`src/rtl/irq_pkg.sv`:
```
package irq_pkg;
  typedef enum logic [2:0] {
    CMD_NOP = 3'd0, CMD_DI = 3'd1, CMD_EI = 3'd2,
    CMD_RETN = 3'd3, CMD_SETIM = 3'd4, CMD_LDI = 3'd5
  } cmd_e;

  typedef enum logic [2:0] {
    EV_NONE = 3'd0, EV_RESET = 3'd1, EV_NMI = 3'd2,
    EV_EXEC = 3'd3, EV_FIXED = 3'd4, EV_TABLE = 3'd5
  } evt_e;

  typedef enum logic [1:0] {K_NONE, K_RESET, K_NMI, K_INT} kind_e;

  // mode field aliasing: low two bits 2 -> mode 1, 3 -> mode 2, else mode 0
  function automatic logic [1:0] mode_of_field(input logic [2:0] f);
    unique case (f[1:0])
      2'd2:    mode_of_field = 2'd1;
      2'd3:    mode_of_field = 2'd2;
      default: mode_of_field = 2'd0;
    endcase
  endfunction
endpackage

```
`src/rtl/irq_arbiter.sv`:
```
module irq_arbiter
  import irq_pkg::*;
(
  input  logic  boundary,
  input  logic  rst_req,
  input  logic  nmi_pend,
  input  logic  int_req,
  input  logic  iff1,
  output kind_e kind
);
  always_comb begin
    kind = K_NONE;
    if (boundary) begin
      if (rst_req)               kind = K_RESET;
      else if (nmi_pend)         kind = K_NMI;
      else if (int_req && iff1)  kind = K_INT;
    end
  end
endmodule

```
`src/rtl/irq_resp.sv`:
```
module irq_resp
  import irq_pkg::*;
#(
  parameter int DW        = 8,
  parameter int AW        = 16,
  parameter logic [AW-1:0] NMI_ADDR  = 16'h0066,
  parameter logic [AW-1:0] FIXED_ADDR = 16'h0038
) (
  input  kind_e         kind,
  input  logic [1:0]    mode,
  input  logic [DW-1:0] bus_byte,
  input  logic [DW-1:0] page,
  output evt_e          code,
  output logic [AW-1:0] addr
);
  localparam int PW = AW - DW;

  always_comb begin
    code = EV_NONE;
    addr = '0;
    unique case (kind)
      K_RESET: code = EV_RESET;
      K_NMI: begin
        code = EV_NMI;
        addr = NMI_ADDR;
      end
      K_INT: begin
        unique case (mode)
          2'd1: begin
            code = EV_FIXED;
            addr = FIXED_ADDR;
          end
          2'd2: begin
            code = EV_TABLE;
            addr = {{(PW-DW){1'b0}}, page, bus_byte};
          end
          default: begin
            code = EV_EXEC;
            addr = {{PW{1'b0}}, bus_byte};
          end
        endcase
      end
      default: ;
    endcase
  end
endmodule

```
`src/rtl/irq_state.sv`:
```
module irq_state
  import irq_pkg::*;
#(
  parameter int DW = 8
) (
  input  logic          clk,
  input  logic          rst_n,
  input  kind_e         kind,
  input  logic          cmd_valid,
  input  cmd_e          cmd_op,
  input  logic [DW-1:0] cmd_arg,
  output logic          iff1_q,
  output logic          iff2_q,
  output logic [1:0]    mode_q,
  output logic [DW-1:0] page_q
);
  logic          iff1_d, iff2_d;
  logic [1:0]    mode_d;
  logic [DW-1:0] page_d;

  always_comb begin
    iff1_d = iff1_q;
    iff2_d = iff2_q;
    mode_d = mode_q;
    page_d = page_q;
    unique case (kind)
      K_RESET: begin
        iff1_d = 1'b0;
        iff2_d = 1'b0;
        mode_d = 2'd0;
        page_d = '0;
      end
      K_NMI: begin
        iff2_d = iff1_q;
        iff1_d = 1'b0;
      end
      K_INT: begin
        iff1_d = 1'b0;
        iff2_d = 1'b0;
      end
      default: begin
        if (cmd_valid) begin
          unique case (cmd_op)
            CMD_DI: begin
              iff1_d = 1'b0;
              iff2_d = 1'b0;
            end
            CMD_EI: begin
              iff1_d = 1'b1;
              iff2_d = 1'b1;
            end
            CMD_RETN:  iff1_d = iff2_q;
            CMD_SETIM: mode_d = mode_of_field(cmd_arg[2:0]);
            CMD_LDI:   page_d = cmd_arg;
            default: ;
          endcase
        end
      end
    endcase
  end

  always_ff @(posedge clk or negedge rst_n) begin
    if (!rst_n) begin
      iff1_q <= 1'b0;
      iff2_q <= 1'b0;
      mode_q <= 2'd0;
      page_q <= '0;
    end else begin
      iff1_q <= iff1_d;
      iff2_q <= iff2_d;
      mode_q <= mode_d;
      page_q <= page_d;
    end
  end
endmodule

```
`src/rtl/irq_ack_ctrl.sv`:
```
module irq_ack_ctrl
  import irq_pkg::*;
#(
  parameter int DW = 8
) (
  input  logic              clk,
  input  logic              rst_n,
  input  logic              boundary,
  input  logic              rst_req,
  input  logic              nmi_req,
  input  logic              int_req,
  input  logic [DW-1:0]     ack_data,
  input  logic              cmd_valid,
  input  logic [2:0]        cmd_op,
  input  logic [DW-1:0]     cmd_arg,
  output logic [2:0]        evt_code,
  output logic [2*DW-1:0]   tgt_addr,
  output logic              halt_clr,
  output logic              iff1,
  output logic              iff2,
  output logic [1:0]        int_mode,
  output logic              pv_flag
);
  localparam int AW = 2 * DW;

  kind_e         kind;
  evt_e          code_d;
  logic [AW-1:0] addr_d;
  logic [DW-1:0] page_q;
  logic          nmi_prev_q, nmi_pend_q, nmi_pend_d;
  evt_e          evt_q;
  logic [AW-1:0] tgt_q;
  logic          halt_q;
  logic          tgt_en;

  irq_arbiter u_arb (
    .boundary (boundary),
    .rst_req  (rst_req),
    .nmi_pend (nmi_pend_q),
    .int_req  (int_req),
    .iff1     (iff1),
    .kind     (kind)
  );

  irq_resp #(.DW(DW), .AW(AW)) u_resp (
    .kind     (kind),
    .mode     (int_mode),
    .bus_byte (ack_data),
    .page     (page_q),
    .code     (code_d),
    .addr     (addr_d)
  );

  irq_state #(.DW(DW)) u_state (
    .clk       (clk),
    .rst_n     (rst_n),
    .kind      (kind),
    .cmd_valid (cmd_valid),
    .cmd_op    (cmd_e'(cmd_op)),
    .cmd_arg   (cmd_arg),
    .iff1_q    (iff1),
    .iff2_q    (iff2),
    .mode_q    (int_mode),
    .page_q    (page_q)
  );

  // rising edge of the NMI line arms the pending latch; acceptance or reset disarms it
  always_comb begin
    nmi_pend_d = nmi_pend_q;
    if (kind == K_NMI || kind == K_RESET) nmi_pend_d = 1'b0;
    if (nmi_req && !nmi_prev_q)           nmi_pend_d = 1'b1;
  end

  assign tgt_en = (kind != K_NONE);

  always_ff @(posedge clk or negedge rst_n) begin
    if (!rst_n) begin
      nmi_prev_q <= 1'b0;
      nmi_pend_q <= 1'b0;
      evt_q      <= EV_NONE;
      halt_q     <= 1'b0;
      tgt_q      <= '0;
    end else begin
      nmi_prev_q <= nmi_req;
      nmi_pend_q <= nmi_pend_d;
      evt_q      <= code_d;
      halt_q     <= tgt_en;
      if (tgt_en) tgt_q <= addr_d;
    end
  end

  assign evt_code = evt_q;
  assign tgt_addr = tgt_q;
  assign halt_clr = halt_q;
  assign pv_flag  = iff2;
endmodule

```
`config.mk`:
```
export PLATFORM = sky130hd
export DESIGN_NAME = irq_ack_ctrl
export DESIGN_NICKNAME = d
export VERILOG_FILES = /design/src/rtl/irq_pkg.sv /design/src/rtl/irq_arbiter.sv /design/src/rtl/irq_resp.sv /design/src/rtl/irq_state.sv /design/src/rtl/irq_ack_ctrl.sv
export SDC_FILE = /design/constraint.sdc
export NUM_CORES = 1
export LEC_CHECK = 0
export ABC_CLOCK_PERIOD_IN_PS = 1900
export BUFFER_PORTS_ARGS = -buffer_cell sky130_fd_sc_hd__buf_2
export CAP_MARGIN = 20
export CORE_MARGIN = 1
export CORE_UTILIZATION = 30
export CTS_CLUSTER_SIZE = 8
export DETAILED_ROUTE_END_ITERATION = 8
export PLACE_DENSITY = 0.57
export REMOVE_ABC_BUFFERS = 1
export SETUP_SLACK_MARGIN = 0.3
export SLEW_MARGIN = 25
export SYNTH_ARGS = -nofsm -noshare
export SYNTH_HDL_FRONTEND = slang
export SYNTH_SLANG_ARGS = --single-unit
```
`constraint.sdc`:
```
create_clock -name clk -period 1.9 [get_ports clk]
set_input_delay 0.38 -clock clk [delete_from_list [all_inputs] [get_ports clk]]
set_output_delay 0.38 -clock clk [all_outputs]
set_load 0.02 [all_outputs]
```
## Yosys cells after proc, flatten, opt, wreduce, memory -nomap -nowiden

Cells that the tools add are included.

- Output and inout port bits: 25
- Bits in latches: 0
- Memory bits (writable): 0
- Bits in read-only memories: 0
- Input port bits: 26
- Register bits: 34
- Memories: 0

- Shifts and indexed selects: 0
- Divide/modulo/power cells: 0
- Muxes and demuxes: 23
- Add/sub/neg operators: 0
- Bitwise operators: 1
- Reduce and logical (&&, ||, !) cells: 20
- Eq/ne operators: 12
- Order comparisons: 0
- $mul: 0

Operators with widths:

| cell | count |
|---|---|
| $pmux W16 S2 | 2 |
| $mux W8 | 2 |
| $pmux W8 S2 | 1 |
| $mux W2 | 6 |
| $reduce_bool A2 Y1 | 6 |
| $eq A2 B2 Y1 const B | 5 |
| $pmux W3 S3 | 1 |
| $pmux W2 S2 | 2 |
| $reduce_bool A4 Y1 | 2 |
| $eq A3 B2 Y1 const B | 2 |
| $eq A3 B3 Y1 const B | 2 |
| $pmux W3 S2 | 1 |
| $reduce_and A3 Y1 | 2 |
| $mux W1 | 5 |
| $eq A2 B1 Y1 const B | 2 |
| $pmux W1 S2 | 2 |
| $reduce_and A2 Y1 | 2 |
| $reduce_or A2 Y1 | 2 |
| $eq A3 B1 Y1 const B | 1 |
| $pmux W1 S3 | 1 |
| $reduce_bool A3 Y1 | 1 |
| $reduce_or A3 Y1 | 1 |
| $logic_and A1 B1 Y1 | 2 |
| $logic_not A1 Y1 | 1 |
| other kinds (2) | 2 |

## Depth between registers and ports, before layout

Gate-level depths: netlist of run 1.

- Depth after elaboration: 9
- Gate-level depth with buffers: 8
- Depth with buffers taken out: 7

## Hierarchy

From an unflattened synthesis of run 1, not the netlist that was laid out.

- Cells, all modules: 133
- Area, all modules: 1632.8 sq um

By module, submodules not included:

| module | area an instance (sq um) | seq. area each (sq um) | cells an instance | times used |
|---|---|---|---|---|
| irq_ack_ctrl | 840.8 | 550.5 | 48 | 1 |
| irq_state | 545.5 | 300.3 | 44 | 1 |
| irq_resp | 212.7 | 0.0 | 36 | 1 |
| irq_arbiter | 33.8 | 0.0 | 5 | 1 |

## Least setup slack after synthesis of run 1

OpenSTA, ideal clock, no wires.

- Kind: reg-to-reg
- Start point: register u_state.iff1_q
- End point: register u_state.page_q[0]
- Path slack: -335 ps
- Library setup time: 125 ps
- Stages on the path, launching flop included: 7
- Period minus slack after synthesis: 2235 ps
- Arrival: 2110 ps
- Buffers on the path: 0
- Required time: 1775 ps
- Cell sequence: dfrtp_1 -> a21oi_1 -> or3b_2 -> ha_1 -> or2_2 -> o211ai_4 -> mux2_2

- Word-level cells in the longest chain between the ends: 9
- Elaborated cells between the ends (all ways): 14
- Those cells by class: eq/ne (3); mux (5); bitwise (1); reduce/logical (5)

Ends and longest elaborated chain:

| what | line | source |
|---|---|---|
| start: declaration | irq_state.sv:12 | `output logic iff1_q,` |
| start signal: assignment | irq_state.sv:69 | `iff1_q <= iff1_d;` |
| $logic_and A1 B1 Y1 (*) | irq_arbiter.sv:16 | `else if (int_req && iff1) kind = K_INT;` |
| $mux W2 (*) | irq_arbiter.sv:16 |  |
| $mux W2 (*) | irq_arbiter.sv:15 | `else if (nmi_pend) kind = K_NMI;` |
| $mux W2 (*) | irq_arbiter.sv:14 | `if (rst_req) kind = K_RESET;` |
| $mux W2 (*) | irq_arbiter.sv:13 | `if (boundary) begin` |
| $eq A2 B2 Y1 | irq_state.sv:26 | `unique case (kind)` |
| $reduce_or A2 Y1 (no line) | n/a |  |
| $not A1 Y1 (no line) | n/a |  |
| $reduce_and A3 Y1 (no line) | n/a |  |
| end signal: assignment | irq_state.sv:72 | `page_q <= page_d;` |
| end: declaration | irq_state.sv:15 | `output logic [DW-1:0] page_q` |

Every way passes the cells marked *; elsewhere a longest branch is shown, timed or not.
A chain may end at the register's enable or synchronous reset.

## Final worst setup path of run 1

- Start point: register u_state.iff1_q
- End point: register u_state.page_q[7]

The elaborated chain is that of the path after synthesis.

==> metrics, run 1 <==
outcome=complete, but fails checks; failing checks=setup timing; H-Tree Level Count=2; Fin. Hold Viols=0; WL/cell=13.12 um; gpl congestion=0.7100; CP startpoint=u_state.iff1_q; Avg Cell Area, Syn=10.39 um2; period utilization=103.9%; Final min period=1.974 ns; sw frac=29.88%; Switching Power=about 0.64 mW; CTS sink cnt=34; largest net degree at the start of global routing=35; synth top area cells=dfrtp_1 (52%), nand2_1 (6.4%), mux2_2 (5.5%); fin util=49.66%; YS warnings=0; Core ar.=between 5000 and 6000 um2; CTS tree=built; fin cells=306; most frequent cells in the layout=buf_2 (50), dfrtp_1 (34), nand2_1 (17); Synth async-reset ratio=100.0%; Final #Nets=around 270; Chip Width=approximately 76 um; multi-input gate area in the final layout=just under 1000 um2; fill count=479; GRT overflow=0; post-synthesis register bit count=34; row count=26; worst-path cell chain=buf_6 > and3_4 > o21a_4 > ha_4 > or2_4 > o211ai_4 > buf_12 > mux2_4; Global Route Usage Sum=14.73%; final setup skew=0.007302 ns; CTS Buffer Depth=2; Mapped Area=1642 um2; Finished Cell Area=2569 um2; initial antenna violation count=0; Place WS=-0.3583 ns; PwrDens=approximately 830 nW/um2; Req. time, crit path=approximately 2.1 ns; worst r2r src=u_state.iff1_q; Slew HR=about half; register area=850.8 um2; vias post-DR=roughly 1400; crit path buf inv count=2; Slew @ Worst Pin=about 0.76 ns; Port Buf Inserts=50; startpoint types=flip-flop; sequential area share after synthesis=51.83%; first-pass detailed-route iteration total=4; clk_lat worst skew=0.28 ns; Crit Path Class=flip-flop to flip-flop; RSZ-0062 raised after global routing=yes; Inserted Clock Buffers=5; final setup vio count=9; Peak VDD IR=~0.34 mV; total power=approximately 2.1 mW; Worst Hold Margin=0.1681 ns; Most used DFF post-synth=dfrtp_1; max-slew violations=0; commonest non-fill, non-tap cell in the layout=buf_2; area grow syn2layout=56.48%; Detailed Route WL=4014 um; delay-heaviest family, CP=simple AND/OR/NAND/NOR gates; Pint=1.493 mW; 1st-iter DRT viols=70; f_max=0.5067 GHz; Cells after Synth=between 150 and 200; Yosys top cell area share=between 50% and 60%; leading area contributor after synthesis=dfrtp_1; crit path max fanout=8; antenna-violating nets left=0; Slowest-stage cell, CP=dfrtp_1; slowest stage delay, CP=0.41 ns; IO Pins=51; first-pass GRT wire length=6665 um; P_leak=1.287 nW; vias in the first global route=1399; setup ws final=-0.07359 ns; placed cell areas=about 2100 um2; Worst EP arrival=2.15 ns; die area=5771 um2; Final HPWL DP=2769 um; Reg power frac=approximately two fifths; Clk pwr share=30.6%; total of max-cap violations=0; Distinct cells, synth=34; Root Buffer=clkbuf_8; Post-synth EDFFs=0; hold crit path type=primary input to asynchronous set/reset pin; TNS Setup=-0.5547 ns; share of cells above drive strength 1=56.36%; ANT cells=0; placed insts=roughly 290; Initial Util=about a third; clk slew on worst S/H paths=0.07 ns; Comb pwr share=27.7%; Die Span Y=~76 um; DRC=0; vias per cell=approximately 4.6; critical path endpoint category=flip-flop
==> cell usage after synthesis (2+ instances only) <==
library cell and instances:
inv_1 6, o21a_1 3, dfrtp_1 34, nand2_1 28
nand3b_1 3, a22o_1 2, clkbuf_1 4, nor2b_1 10
nor3b_1 2, and2_1 2, a21oi_1 6, nand4b_1 2
mux2_2 8, nand2b_1 4, o21ai_0 17, o22ai_1 2
ha_1 6, mux2i_1 2, o211ai_1 2
==> metal layers <==
metal	GRT usage, %	share of wire [%]	vias to the layer above	wire [um]
met5	0	0	-	0
met4	5.962	1.4	0	55
met3	4.431	5.5	6	221
met2	22.36	46	45	1837
met1	19.59	47	660	1899
li1	-	-	694	-
==> registers in the layout, indices dropped and copies added (netlist names) <==
register        flops
u_state.iff1_q      1
tgt_addr           16
halt_clr            1
u_state.mode_q      2
evt_code            3
u_state.iff2_q      1
nmi_pend_q          1
nmi_prev_q          1
u_state.page_q      8
==> cell type report <==
class,count,share of cell area (%)
Clock inverter,3,1.559
Multi-Input combinational cell,112,38.14
Inverter,6,1.169
Tap cell,70,3.410
Timing Repair Buffer,76,19.92
Clock buffer,5,2.679
Sequential cell,34,33.12
==> kinds of logic after synthesis <==
family	after synthesis	synth area share, %
AOI/OAI and AO/OA	37	14.33
xor gates and xnor gates	1	0.5336
adders and majority gates	6	4.573
buffers and inverters	12	3.048
DFF	34	51.83
muxes	10	6.708
and+or+nand+nor	58	18.98
==> final timing paths <==
check	cells after the start	to	slack (ns)
min in group clk	1	nmi_prev_q	0.21
min reg2reg	1	nmi_pend_q	0.45
max in group asynchronous	1	u_state.mode_q[1]	1.25
max reg2reg	8	u_state.page_q[7]	-0.07
min	1	tgt_addr[5]	0.17
max	8	u_state.page_q[7]	-0.07
==> power by group through the flow <==
| stage | Clock [mW] | Sequential, mW | Combinational [mW] |
|---|---|---|---|
| after CTS | 0.667 | 0.869 | 0.548 |
| final | 0.652 | 0.888 | 0.590 |
| after global placement | 0 | 0.874 | 0.453 |
| after detailed placement | 0 | 0.879 | 0.459 |
| after floorplan | 0 | 0.925 | 0.211 |
| after global routing | 0.702 | 0.900 | 0.641 |
==> timing repair <==
item | in CTS | in global routing
hold buffers | 0 | 0
resized for setup | 48 | 40
setup buffers | 5 | 2
endpoints found under the hold margin | 0 | 0
endpoints found under the setup margin | 31 | 33
pin swaps | 8 | 30
cloned | 0 | 0
Power figures use the tool's default switching activity.
==> inputs of run 2 (changes only) <==
--- a/config.mk
+++ b/config.mk
@@ -10,7 +10,7 @@
 export CAP_MARGIN = 20
 export CORE_MARGIN = 1
 export CORE_UTILIZATION = 30
-export CTS_CLUSTER_SIZE = 8
+export CTS_BUF_LIST = sky130_fd_sc_hd__clkbuf_2
 export DETAILED_ROUTE_END_ITERATION = 8
 export PLACE_DENSITY = 0.57
 export REMOVE_ABC_BUFFERS = 1
==> metrics, run 2 (synthesized netlist as in run 1, its figures left out) <==
area grow syn2layout=54.12%; final setup skew=0.01941 ns; CTS Buffer Depth=2; total of max-cap violations=0; met2 Resource Use GR=22.27%; Req. time, crit path=2.18 ns; Chip Width=75.97 um; worst-path cell chain=buf_6 > and3_4 > o21a_4 > ha_4 > or2_4 > o211ai_4 > buf_12 > mux2_4; fin util=48.91%; Slew HR=49.12%; most frequent cells in the layout=buf_2 (49), dfrtp_1 (34), nand2_1 (18); Worst EP arrival=approximately 2.3 ns; Crit Path Class=flip-flop to flip-flop; die area=5771 um2; largest net degree at the start of global routing=35; max-slew violations=0; crit path buf inv count=2; GRT overflow=0; period utilization=103.8%; fin cells=307; Root Buffer=clkbuf_2; Final #Nets=268; Fin. Hold Viols=0; setup ws final=-0.07280 ns; commonest non-fill, non-tap cell in the layout=buf_2; vias post-DR=1400; PwrDens=769.2 nW/um2; final setup vio count=10; crit path max fanout=8; clk_lat worst skew=approximately 0.36 ns; slowest stage delay, CP=between 0.4 and 0.5 ns; clk slew on worst S/H paths=0.19 ns; initial antenna violation count=0; WL/cell=roughly 13 um; f_max=0.5069 GHz; Final min period=1.973 ns; post-cts hold buffer count=0; delay-heaviest family, CP=flip-flops; Slew @ Worst Pin=0.7632 ns; CTS sink cnt=34; P_leak=~1.3 nW; Port Buf Inserts=50; failing checks=setup timing; first-pass detailed-route iteration total=4; ANT cells=0; DRC=0; max reg flops=16; Core ar.=5172 um2; routing usage on met3=3.353%; Finished Cell Area=2530 um2; startpoint types=flip-flop; 1st-iter DRT viols=70; first-pass GRT wire length=6672 um; H-Tree Level Count=2; met1 usage=19.82%; Detailed Route WL=~4000 um; Slowest-stage cell, CP=dfrtp_1; antenna-violating nets left=0; Global Route Usage Sum=14.62%; Peak VDD IR=0.3246 mV; total power=1.946 mW; row count=26; share of cells above drive strength 1=56.12%; Final HPWL DP=2769 um; Die Span Y=between 70 and 80 um; RSZ-0062 raised after global routing=yes; IO Pins=51; vias per cell=4.560; hold crit path type=primary input to asynchronous set/reset pin; CTS tree=built; placed insts=between 200 and 300; gpl congestion=0.7100; vias in the first global route=1414; critical path endpoint category=flip-flop; Inserted Clock Buffers=5; busiest grt layer=met2; placed cell areas=2107 um2; outcome=complete, but fails checks; Initial Util=31.74%
[run 2: worst paths after layout]
check	from	to	slack (ns)	cells past startpoint
setup / recovery	u_state.iff1_q	u_state.page_q[7]	-0.07	8
hold / removal	rst_n	tgt_addr[3]	0.06	1
setup reg to reg	u_state.iff1_q	u_state.page_q[7]	-0.07	8
hold reg to reg	nmi_prev_q	nmi_pend_q	0.47	1
max in group asynchronous	rst_n	tgt_addr[15]	1.35	1
min in group clk	nmi_req	nmi_prev_q	0.12	1
[run 2: report_power, final]
group | switching, mW | internal, mW | total (mW)
sequential | 0.0685 | 0.815 | 0.883
combinational | 0.297 | 0.295 | 0.592
clock | 0.252 | 0.219 | 0.471
[run 2: final cells by class]
cell class | instances | area, um2
clock buffers | 5 | 25.02
clock inverters | 3 | 40.04
fillers | 489 | 2643
inverters | 6 | 30.03
multi-input cells | 112 | 974.7
flip-flops and latches | 34 | 850.8
well taps | 70 | 87.58
repair buffers | 77 | 521.8
[run 2: routing by layer]
| layer | vias up | part of all wire (%) |
|---|---|---|
| met3 | 7 | 5.6 |
| li1 | 698 | - |
| met4 | 0 | 1.8 |
| met5 | - | 0 |
| met2 | 47 | 44 |
| met1 | 648 | 48 |
[run 2: per-stage QoR]
step	setup TNS, ns	setup WS [ns]	hold WS, ns
2_1_floorplan	-5.373	-0.4954	0.08441
3_3_place_gp	-5.350	-0.2976	0.4149
3_5_place_dp	-6.229	-0.3583	0.4321
4_1_cts	-0.5873	-0.07228	0.05431
5_1_grt	-1.546	-0.1267	0.07760
6_report	-0.6111	-0.07280	0.05924
[run 2: repair_timing]
action | 4_1_cts | 5_1_grt
resized for setup | 50 | 37
buffers inserted | 6 | 2
pin swaps | 9 | 26
endpoints found under the setup margin | 33 | 34
hold endpoints to repair | 0 | 0
